File: src/rtl/answer_timer_pkg.sv
// Shared widths and types for the answer-window countdown timer.
// Assumes decimal digits are stored as 4-bit BCD.
package answer_timer_pkg;
    localparam int DIGIT_W = 4;
    typedef logic [DIGIT_W-1:0] bcd_t;
    localparam bcd_t BCD_NINE = 4'd9;
    localparam bcd_t BCD_ZERO = 4'd0;
    localparam bcd_t BCD_ONE  = 4'd1;
endpackage

File: src/rtl/bcd_down_digit.sv
// One decade of a BCD down-counter.
// Decrements when dec_in is high and wraps 0 to 9 while raising borrow_out.
// Assumes the load value is valid BCD and load overrides dec_in.
module bcd_down_digit
    import answer_timer_pkg::*;
(
    input  logic clk,
    input  logic rst_n,
    input  logic load,
    input  bcd_t load_val,
    input  logic dec_in,
    output bcd_t q,
    output logic is_zero,
    output logic is_one,
    output logic borrow_out
);
    bcd_t q_r;

    // Hold, load or step this digit.
    always_ff @(posedge clk) begin
        if (!rst_n || load) begin
            q_r <= load_val;
        end else if (dec_in) begin
            q_r <= (q_r == BCD_ZERO) ? BCD_NINE : bcd_t'(q_r - 1'b1);
        end
    end

    // Flags for the neighbouring digits and the controller.
    always_comb begin
        is_zero    = (q_r == BCD_ZERO);
        is_one     = (q_r == BCD_ONE);
        borrow_out = dec_in && is_zero;
    end

    assign q = q_r;

    AST_DIGIT_BCD: assert property (@(posedge clk) disable iff (!rst_n)
        q_r <= BCD_NINE);
    AST_DIGIT_WRAP: assert property (@(posedge clk) disable iff (!rst_n)
        (!load && dec_in && is_zero) |=> (q_r == BCD_NINE));
endmodule

File: src/rtl/timeout_ctrl.sv
// Run and alarm control for the countdown.
// Produces the one-cycle step enable and the latched timeout flag.
// Assumes at_zero and ends_next are taken from the current count.
module timeout_ctrl (
    input  logic clk,
    input  logic rst_n,
    input  logic clear,
    input  logic tick,
    input  logic window_open,
    input  logic captured,
    input  logic at_zero,
    input  logic ends_next,
    output logic step,
    output logic timeout
);
    logic active;
    logic timeout_r;

    // Decide whether this cycle counts and whether it hits zero.
    always_comb begin
        active = tick && window_open && !captured && !timeout_r && !clear;
        step   = active && !at_zero;
    end

    // Set the alarm on the edge that reaches zero; only clear drops it.
    always_ff @(posedge clk) begin
        if (!rst_n || clear) begin
            timeout_r <= 1'b0;
        end else if (active && (at_zero || ends_next)) begin
            timeout_r <= 1'b1;
        end
    end

    assign timeout = timeout_r;

    AST_ALARM_STICKY: assert property (@(posedge clk) disable iff (!rst_n)
        (timeout_r && !clear) |=> timeout_r);
    AST_ALARM_CLOSED: assert property (@(posedge clk) disable iff (!rst_n)
        (!timeout_r && !window_open) |=> !timeout_r);
    AST_ALARM_CLEAR: assert property (@(posedge clk) disable iff (!rst_n)
        clear |=> !timeout_r);
endmodule

File: src/rtl/answer_timer.sv
// Answer-window countdown: a BCD down-counter of NUM_DIG digits.
// Loads START_BCD on reset or clear and steps on each enabled tick.
// Stops at zero with a latched timeout flag.
// Assumes tick is a single-cycle pulse in the clk domain.
module answer_timer
    import answer_timer_pkg::*;
#(
    parameter int NUM_DIG = 2,
    parameter logic [NUM_DIG*DIGIT_W-1:0] START_BCD = 8'h20
) (
    input  logic                       clk,
    input  logic                       rst_n,
    input  logic                       clear,
    input  logic                       tick,
    input  logic                       window_open,
    input  logic                       captured,
    output logic [NUM_DIG*DIGIT_W-1:0] bcd_count,
    output logic                       timeout
);
    localparam int CNT_W = NUM_DIG * DIGIT_W;

    logic [NUM_DIG-1:0] zero_v;
    logic [NUM_DIG-1:0] one_v;
    logic [NUM_DIG-1:0] borrow_v;
    logic [NUM_DIG-1:0] dec_v;
    logic               step;
    logic               at_zero;
    logic               ends_next;
    logic               upper_zero;

    // Chain the digits: each one steps on the borrow of the digit below.
    for (genvar g = 0; g < NUM_DIG; g++) begin : g_digit
        if (g == 0) begin : g_low
            assign dec_v[g] = step;
        end else begin : g_up
            assign dec_v[g] = borrow_v[g-1];
        end
        bcd_down_digit u_digit (
            .clk        (clk),
            .rst_n      (rst_n),
            .load       (clear),
            .load_val   (START_BCD[g*DIGIT_W +: DIGIT_W]),
            .dec_in     (dec_v[g]),
            .q          (bcd_count[g*DIGIT_W +: DIGIT_W]),
            .is_zero    (zero_v[g]),
            .is_one     (one_v[g]),
            .borrow_out (borrow_v[g])
        );
    end

    // Find out whether the count is zero or one step from zero.
    always_comb begin
        upper_zero = 1'b1;
        for (int i = 1; i < NUM_DIG; i++) begin
            upper_zero = upper_zero && zero_v[i];
        end
        at_zero   = &zero_v;
        ends_next = one_v[0] && upper_zero;
    end

    timeout_ctrl u_ctrl (
        .clk         (clk),
        .rst_n       (rst_n),
        .clear       (clear),
        .tick        (tick),
        .window_open (window_open),
        .captured    (captured),
        .at_zero     (at_zero),
        .ends_next   (ends_next),
        .step        (step),
        .timeout     (timeout)
    );

    AST_CLEAR_LOADS: assert property (@(posedge clk) disable iff (!rst_n)
        clear |=> (bcd_count == START_BCD));
    AST_HOLD_NO_TICK: assert property (@(posedge clk) disable iff (!rst_n)
        (!clear && !tick) |=> $stable(bcd_count));
    AST_HOLD_CAPTURED: assert property (@(posedge clk) disable iff (!rst_n)
        (!clear && captured) |=> $stable(bcd_count));
    AST_NO_UNDERFLOW: assert property (@(posedge clk) disable iff (!rst_n)
        timeout |-> (bcd_count == CNT_W'(0)));
endmodule

File: config.mk
export PLATFORM = sky130hd
export DESIGN_NAME = answer_timer
export DESIGN_NICKNAME = d
export VERILOG_FILES = /design/src/rtl/answer_timer_pkg.sv /design/src/rtl/bcd_down_digit.sv /design/src/rtl/timeout_ctrl.sv /design/src/rtl/answer_timer.sv
export SDC_FILE = /design/constraint.sdc
export NUM_CORES = 1
export LEC_CHECK = 0
export CAP_MARGIN = 40
export CORE_UTILIZATION = 30
export DETAILED_ROUTE_END_ITERATION = 8
export PLACE_DENSITY = 0.63
export SLEW_MARGIN = 10
export SYNTH_ARGS = -nofsm -noshare
export SYNTH_HDL_FRONTEND = slang
export SYNTH_SLANG_ARGS = --single-unit
export TNS_END_PERCENT = 100
File: constraint.sdc
create_clock -name clk -period 3.7 [get_ports clk]
set_clock_uncertainty 0.1 [all_clocks]
set_input_delay 0.74 -clock clk [delete_from_list [all_inputs] [get_ports clk]]
set_output_delay 0.74 -clock clk [all_outputs]
set_load 0.05 [all_outputs]
Yosys cells after proc, flatten, opt, wreduce, memory -nomap -nowiden
Index checks and enable logic that the tools add are counted.

operators by class
  muxes and demuxes = 2
  reductions and logical operators = 18
  equal/unequal tests = 1
  add/subtract/negate cells = 2

operator list
  kind                                              count
  logical AND 1 bit                                 8
  logical NOT 4 bit                                 2
  2-to-1 mux 4 bit                                  2
  subtractor 4 x 1 -> 4 bit, second input constant  2
  logical NOT 1 bit                                 5
  == test 4 x 1 -> 1 bit, second input constant     1
  logical OR 1 bit                                  2
  AND reduction 2 bit                               1

word-level totals
  input port bits = 6
  logic and storage cells = 26
  flip-flop bits (word level) = 9
  output and inout bits = 9

Longest topological paths before layout
  depth in word-level cells = 6
  mapped depth = 4
  depth with buffers taken out = 4

Hierarchy
From an unflattened synthesis, not the netlist that was laid out.

second synthesis, totals
  cells, all modules = 60
  area, all modules = 589.3 um2

modules (own cells, without submodules)
  module          times used  sequential area each (um2)  cells each  area each (um2)
  bcd_down_digit  2           120.1                       25          257.7
  timeout_ctrl    1           20.0                        6           53.8
  answer_timer    1           0.0                         4           20.0

Worst setup path before layout
OpenSTA, ideal clock, no wires.

  path kind = input -> register
  from = input captured
  to = register g_digit[1].u_digit.q_r[2]
  slack = 1.863 ns
  library setup time = 0.070 ns
  stages on the path = 4
  data required time = 3.530 ns
  buffers on the path = 0
  data arrival time = 1.666 ns
  path through = nor4_4 -> nand4_2 -> or4_1 -> a21oi_1

on the way
  cells in the longest elaborated chain, start to end = 6

RTL lines
  element                         RTL line              text
  start: declaration              answer_timer.sv:16    input logic captured,
  logical NOT 1 bit               timeout_ctrl.sv:21    active = tick && window_open && !captured && !timeout_r && !clear;
  logical AND 1 bit (3 in a row)  timeout_ctrl.sv:21
  logical AND 1 bit               timeout_ctrl.sv:22    step = active && !at_zero;
  logical AND 1 bit               bcd_down_digit.sv:32  borrow_out = dec_in && is_zero;
  end signal: assignment          bcd_down_digit.sv:22  q_r <= load_val;
  end signal: assignment          bcd_down_digit.sv:24  q_r <= (q_r == BCD_ZERO) ? BCD_NINE : bcd_t'(q_r - 1'b1);
  end: declaration                bcd_down_digit.sv:17  bcd_t q_r;

Every way passes these cells.
A chain may end at the register's enable or synchronous reset.

Worst setup path after layout
  from = register g_digit[0].u_digit.q_r[1]
  to = output bcd_count[1]

RTL lines
  element                   RTL line              text
  start: declaration        bcd_down_digit.sv:17
  start signal: assignment  bcd_down_digit.sv:22
  start signal: assignment  bcd_down_digit.sv:24
  end: declaration          answer_timer.sv:17    output logic [NUM_DIG*DIGIT_W-1:0] bcd_count,

No word-level cell between the ends.

==> impl.org <==
** Run status
- Status :: complete, no violations

** GRT
- The number of global-route vias before repair was 393.
- Total global routing overflow :: 0
- Pin count of the biggest net entering global routing :: 8
- Global routing used 16.0% of the available tracks.
- First-pass GRT wire length :: about 1600 microns
- Number of antenna violations at the first check in global routing :: 0

** STA
- Summed over all failing endpoints, the final setup total negative slack is 0 ps.
- Hold slack final :: 366 ps
- Crit path setup slack, layout :: around 1300 ps
- After layout, the worst path uses 64.6% of the clock period.
- Final Hold Vio Count :: 0
- Derived from the worst setup path, the maximum achievable clock frequency is 418 MHz.
- Transition time at the pin with the least slew margin :: between 500 and 600 ps
- Max Slew Vio Count :: 0
- Unrepaired setup endpoints after global routing :: no
- Final setup violation count :: 0
- The worst pin sits at a relative slew slack of 66.5%.
- After layout, the minimum clock period comes to 2390 ps.

** Synth
- The portion of synthesized area spent on multiplexers is 0%.
- The biggest area contributor in the post-synthesis netlist is sky130_fd_sc_hd__dfxtp_1.
- Number of different library cells in the post-synthesis netlist :: 20
- Synth async-reset ratio :: 0%
- After synthesis, the cell types taking the most area are sky130_fd_sc_hd__dfxtp_1 43%, sky130_fd_sc_hd__nand2_1 6.2%, sky130_fd_sc_hd__nor4_4 5.0%, sky130_fd_sc_hd__a21oi_1 4.7%, sky130_fd_sc_hd__o21ai_0 4.7%.
- Summing the areas of all compound-gate instances in the mapped netlist gives 11.8% of the synthesized area.
- After technology mapping, the gate count stands at 49.
- When the netlist entered floorplanning its net count stood at 55.
- Flip-flop cell with the highest count after synthesis :: sky130_fd_sc_hd__dfxtp_1
- Sequential cells were found to cover 42.6% of the synthesized design area.
- Average footprint of a synthesized cell :: between 8 and 9 sq um
- Number of flops mapped to enable cells by yosys :: 0
- Post-synthesis share of cell area spent on xor and xnor gates :: between 2 and 2.5%
- Syn Std Cell Area :: 423 sq um
- After synthesis, the largest family of logic cells by area is simple AND/OR/NAND/NOR gates.
- After Yosys synthesis, full adders, half adders and majority gates account for 0% of the synthesized area.
- Fraction of post-synthesis cell area in the top cell type by area :: 42.6%
- Of the total synthesized cell area, the portion taken by AND, OR, NAND and NOR gates is a little over two fifths.
- Flop and latch count out of synthesis :: 9
- Yosys printed 0 warnings.

** Routing
- DRT Pass-1 Iters :: 4
- DRT Wirelength :: 965 microns
- Antenna-violating nets left :: 0
- Detailed-route via count :: 416
- For this run, design rule violations remaining after detail routing come to 0.
- Drt initial violations :: 10
- After detailed routing, the average wire length per cell comes to about 12 microns.
- Dividing the detail-routed via count by the number of cells gives 5.07.

** Critical path
- In this run the worst path has a maximum fanout of 5.
- Required time at the endpoint of the critical path :: around 2900 ps
- Critical path's slowest cell :: sky130_fd_sc_hd__clkdlybuf4s50_1
- Largest incremental delay on the critical path :: roughly 840 ps
- STA classifies the critical path startpoint as a flip-flop.
- The worst setup path is captured at an output port.
- CP Cell Sequence :: clkdlybuf4s50_1
- The startpoint identified for the worst register-to-register timing path is g_digit[1].u_digit.q[0].
- The worst setup path is of the flip-flop to output port kind.
- Among cell families on the critical path, the largest total delay comes from buffers and inverters.
- Worst path bufs/invs :: 1
- The worst register-to-register path has a setup slack of 2050 ps.
- The endpoint identified for the worst register-to-register timing path is g_digit[0].u_digit.q[0].
- Counting cells, the worst reg-to-reg path comes to 4.
- STA puts the critical path data arrival time at 1550 ps.

** Placed design
- Dpl cells :: 78
- Worst slack, placed :: roughly 1300 ps
- Summing all placed instances gives a cell area of 582 sq um.
- Number of buffers added on ports :: 14
- Routability-driven placement congestion ratio :: 0.694
- Once detailed placement completed, the half-perimeter wirelength came to 701 microns.

** Job
- Maximum Capacitance Violations :: 0

** CTS
- Counting the buffers created by CTS gives 3.
- In this run, post-CTS repair resized a total of 0 instances.
- In this run, post-CTS hold repair placed 0 buffers.
- Clock-pin slew of the registers on the worst-case setup and hold paths :: 70 ps
- Num Clock Sinks :: 9
- Setup Fix Bufs, Post-CTS :: 0
- In this run the number of H-tree levels came out at 1.
- In this run the deepest clock path goes through 2 buffers.
- Clock latency on the worst-skew pair, taken at its later pin, is around 270 ps.
- TritonCTS built the clock tree.
- The cell sitting at the root of the clock tree is a sky130_fd_sc_hd__clkbuf_4.

** Pwr
- The design draws around 0.20 mW.
- VDD IR max :: between 150 and 200 uV
- For this design the ratio of total power to cell area is 322 nW/um^2.
- Summed over all cells, the static leakage comes to 0.195 nW.

** Floorplan
- Num ports :: 15
- The floorplan step set the die height to 39.5 microns.
- The die covers 1560 sq um.
- Total core area :: 1300 sq um
- Die width :: 39.5 microns
- The floorplan has 13 rows.
- Once the floorplan was initialized, standard cells occupied 32.5% of the core.

** Worst hold path
- The path with the worst hold slack has its endpoint at g_digit[1].u_digit.q[3].
- Along the worst hold path, the cell count comes to 1.
- Startpoint of the most critical hold path :: g_digit[1].u_digit.q[3]
- Hold crit path type :: flip-flop to flip-flop

** Cells and area
- At the end of the flow the core is filled with cells to 46.7%.
- The number of antenna diodes in the final layout is 0.
- Area growth syn-to-layout :: 43.8%
- Post-route cell area :: 608 sq um
- In the final layout, the share of cells above drive strength 1 is 8.96%.
- Number of nets in the finished design :: 74
- Excluding fillers, the count of instances in the completed layout stands at 82.
state kept, by name, indices dropped and copies added (netlist names):
signal             count
g_digit.u_digit.q      8
u_ctrl.timeout         1
power by group:
part / switching [mW] / internal, mW / total [mW]
Sequential: 0.000926 / 0.0975 / 0.0984
Combinational: 0.0101 / 0.00912 / 0.0193
Clock: 0.0366 / 0.0416 / 0.0782
Total: 0.0476 / 0.148 / 0.196
cell usage after synthesis, types with 2 or more instances:
cell and number:
sky130_fd_sc_hd__dfxtp_1 9, sky130_fd_sc_hd__nand2_1 7, sky130_fd_sc_hd__nor2_1 5, sky130_fd_sc_hd__a21oi_1 4, sky130_fd_sc_hd__o21ai_0 4, sky130_fd_sc_hd__nand2b_1 2
sky130_fd_sc_hd__nand3_1 2, sky130_fd_sc_hd__nor3_1 2, sky130_fd_sc_hd__nor4_1 2, sky130_fd_sc_hd__or4_1 2
area by class of cell:
class                      count  area, sq um
fill                         147          693
multi-input combinational     40          243
sequential                     9          180
timing repair buffer          14          140
clock buffer                   4         26.3
tap                           15         18.8
kinds of logic after synthesis:
group,count (synthesis)
simple gates,30
flops,9
xor+xnor,1
compound gates,9
layer usage:
layer / vias up / track usage [%] / wire, microns
li1: 215 / - / -
met5: - / 0 / 0
met3: 0 / 9.09 / 64
met2: 13 / 25.4 / 434
met1: 188 / 17.7 / 466
met4: 0 / 5.17 / 0
worst max path at each step:
stage	from	endpoint	slack (ps)	cells after the start
5_1_grt	g_digit[0].u_digit.q[1]	bcd_count[1]	1260	1
4_1_cts	g_digit[0].u_digit.q[1]	bcd_count[1]	1300	1
3_3_place_gp	captured	g_digit[1].u_digit.q[2]	1310	5
6_report	g_digit[0].u_digit.q[1]	bcd_count[1]	1310	1
3_5_place_dp	captured	g_digit[1].u_digit.q[2]	1280	5
2_1_floorplan	captured	g_digit[1].u_digit.q[2]	1860	4
placed cells by master (no fill, tap or decap), drive strengths merged:
cell type	Yosys	layout
nand3	2	2
nand2b	2	2
or4	2	2
and3b	1	1
dfxtp	9	9
or2b	1	1
nand4	1	1
o311a	1	1
a21oi	4	4
clkdlybuf4s50	0	14
nor3b	1	1
nand3b	1	1
or3	1	1
nor3	2	2
xor2	1	1
o21ai	4	4
nor4	3	3
nor2b	1	1
clkbuf	0	4
nand2	7	7
nor2	5	5
Power figures use the tool's default switching activity.
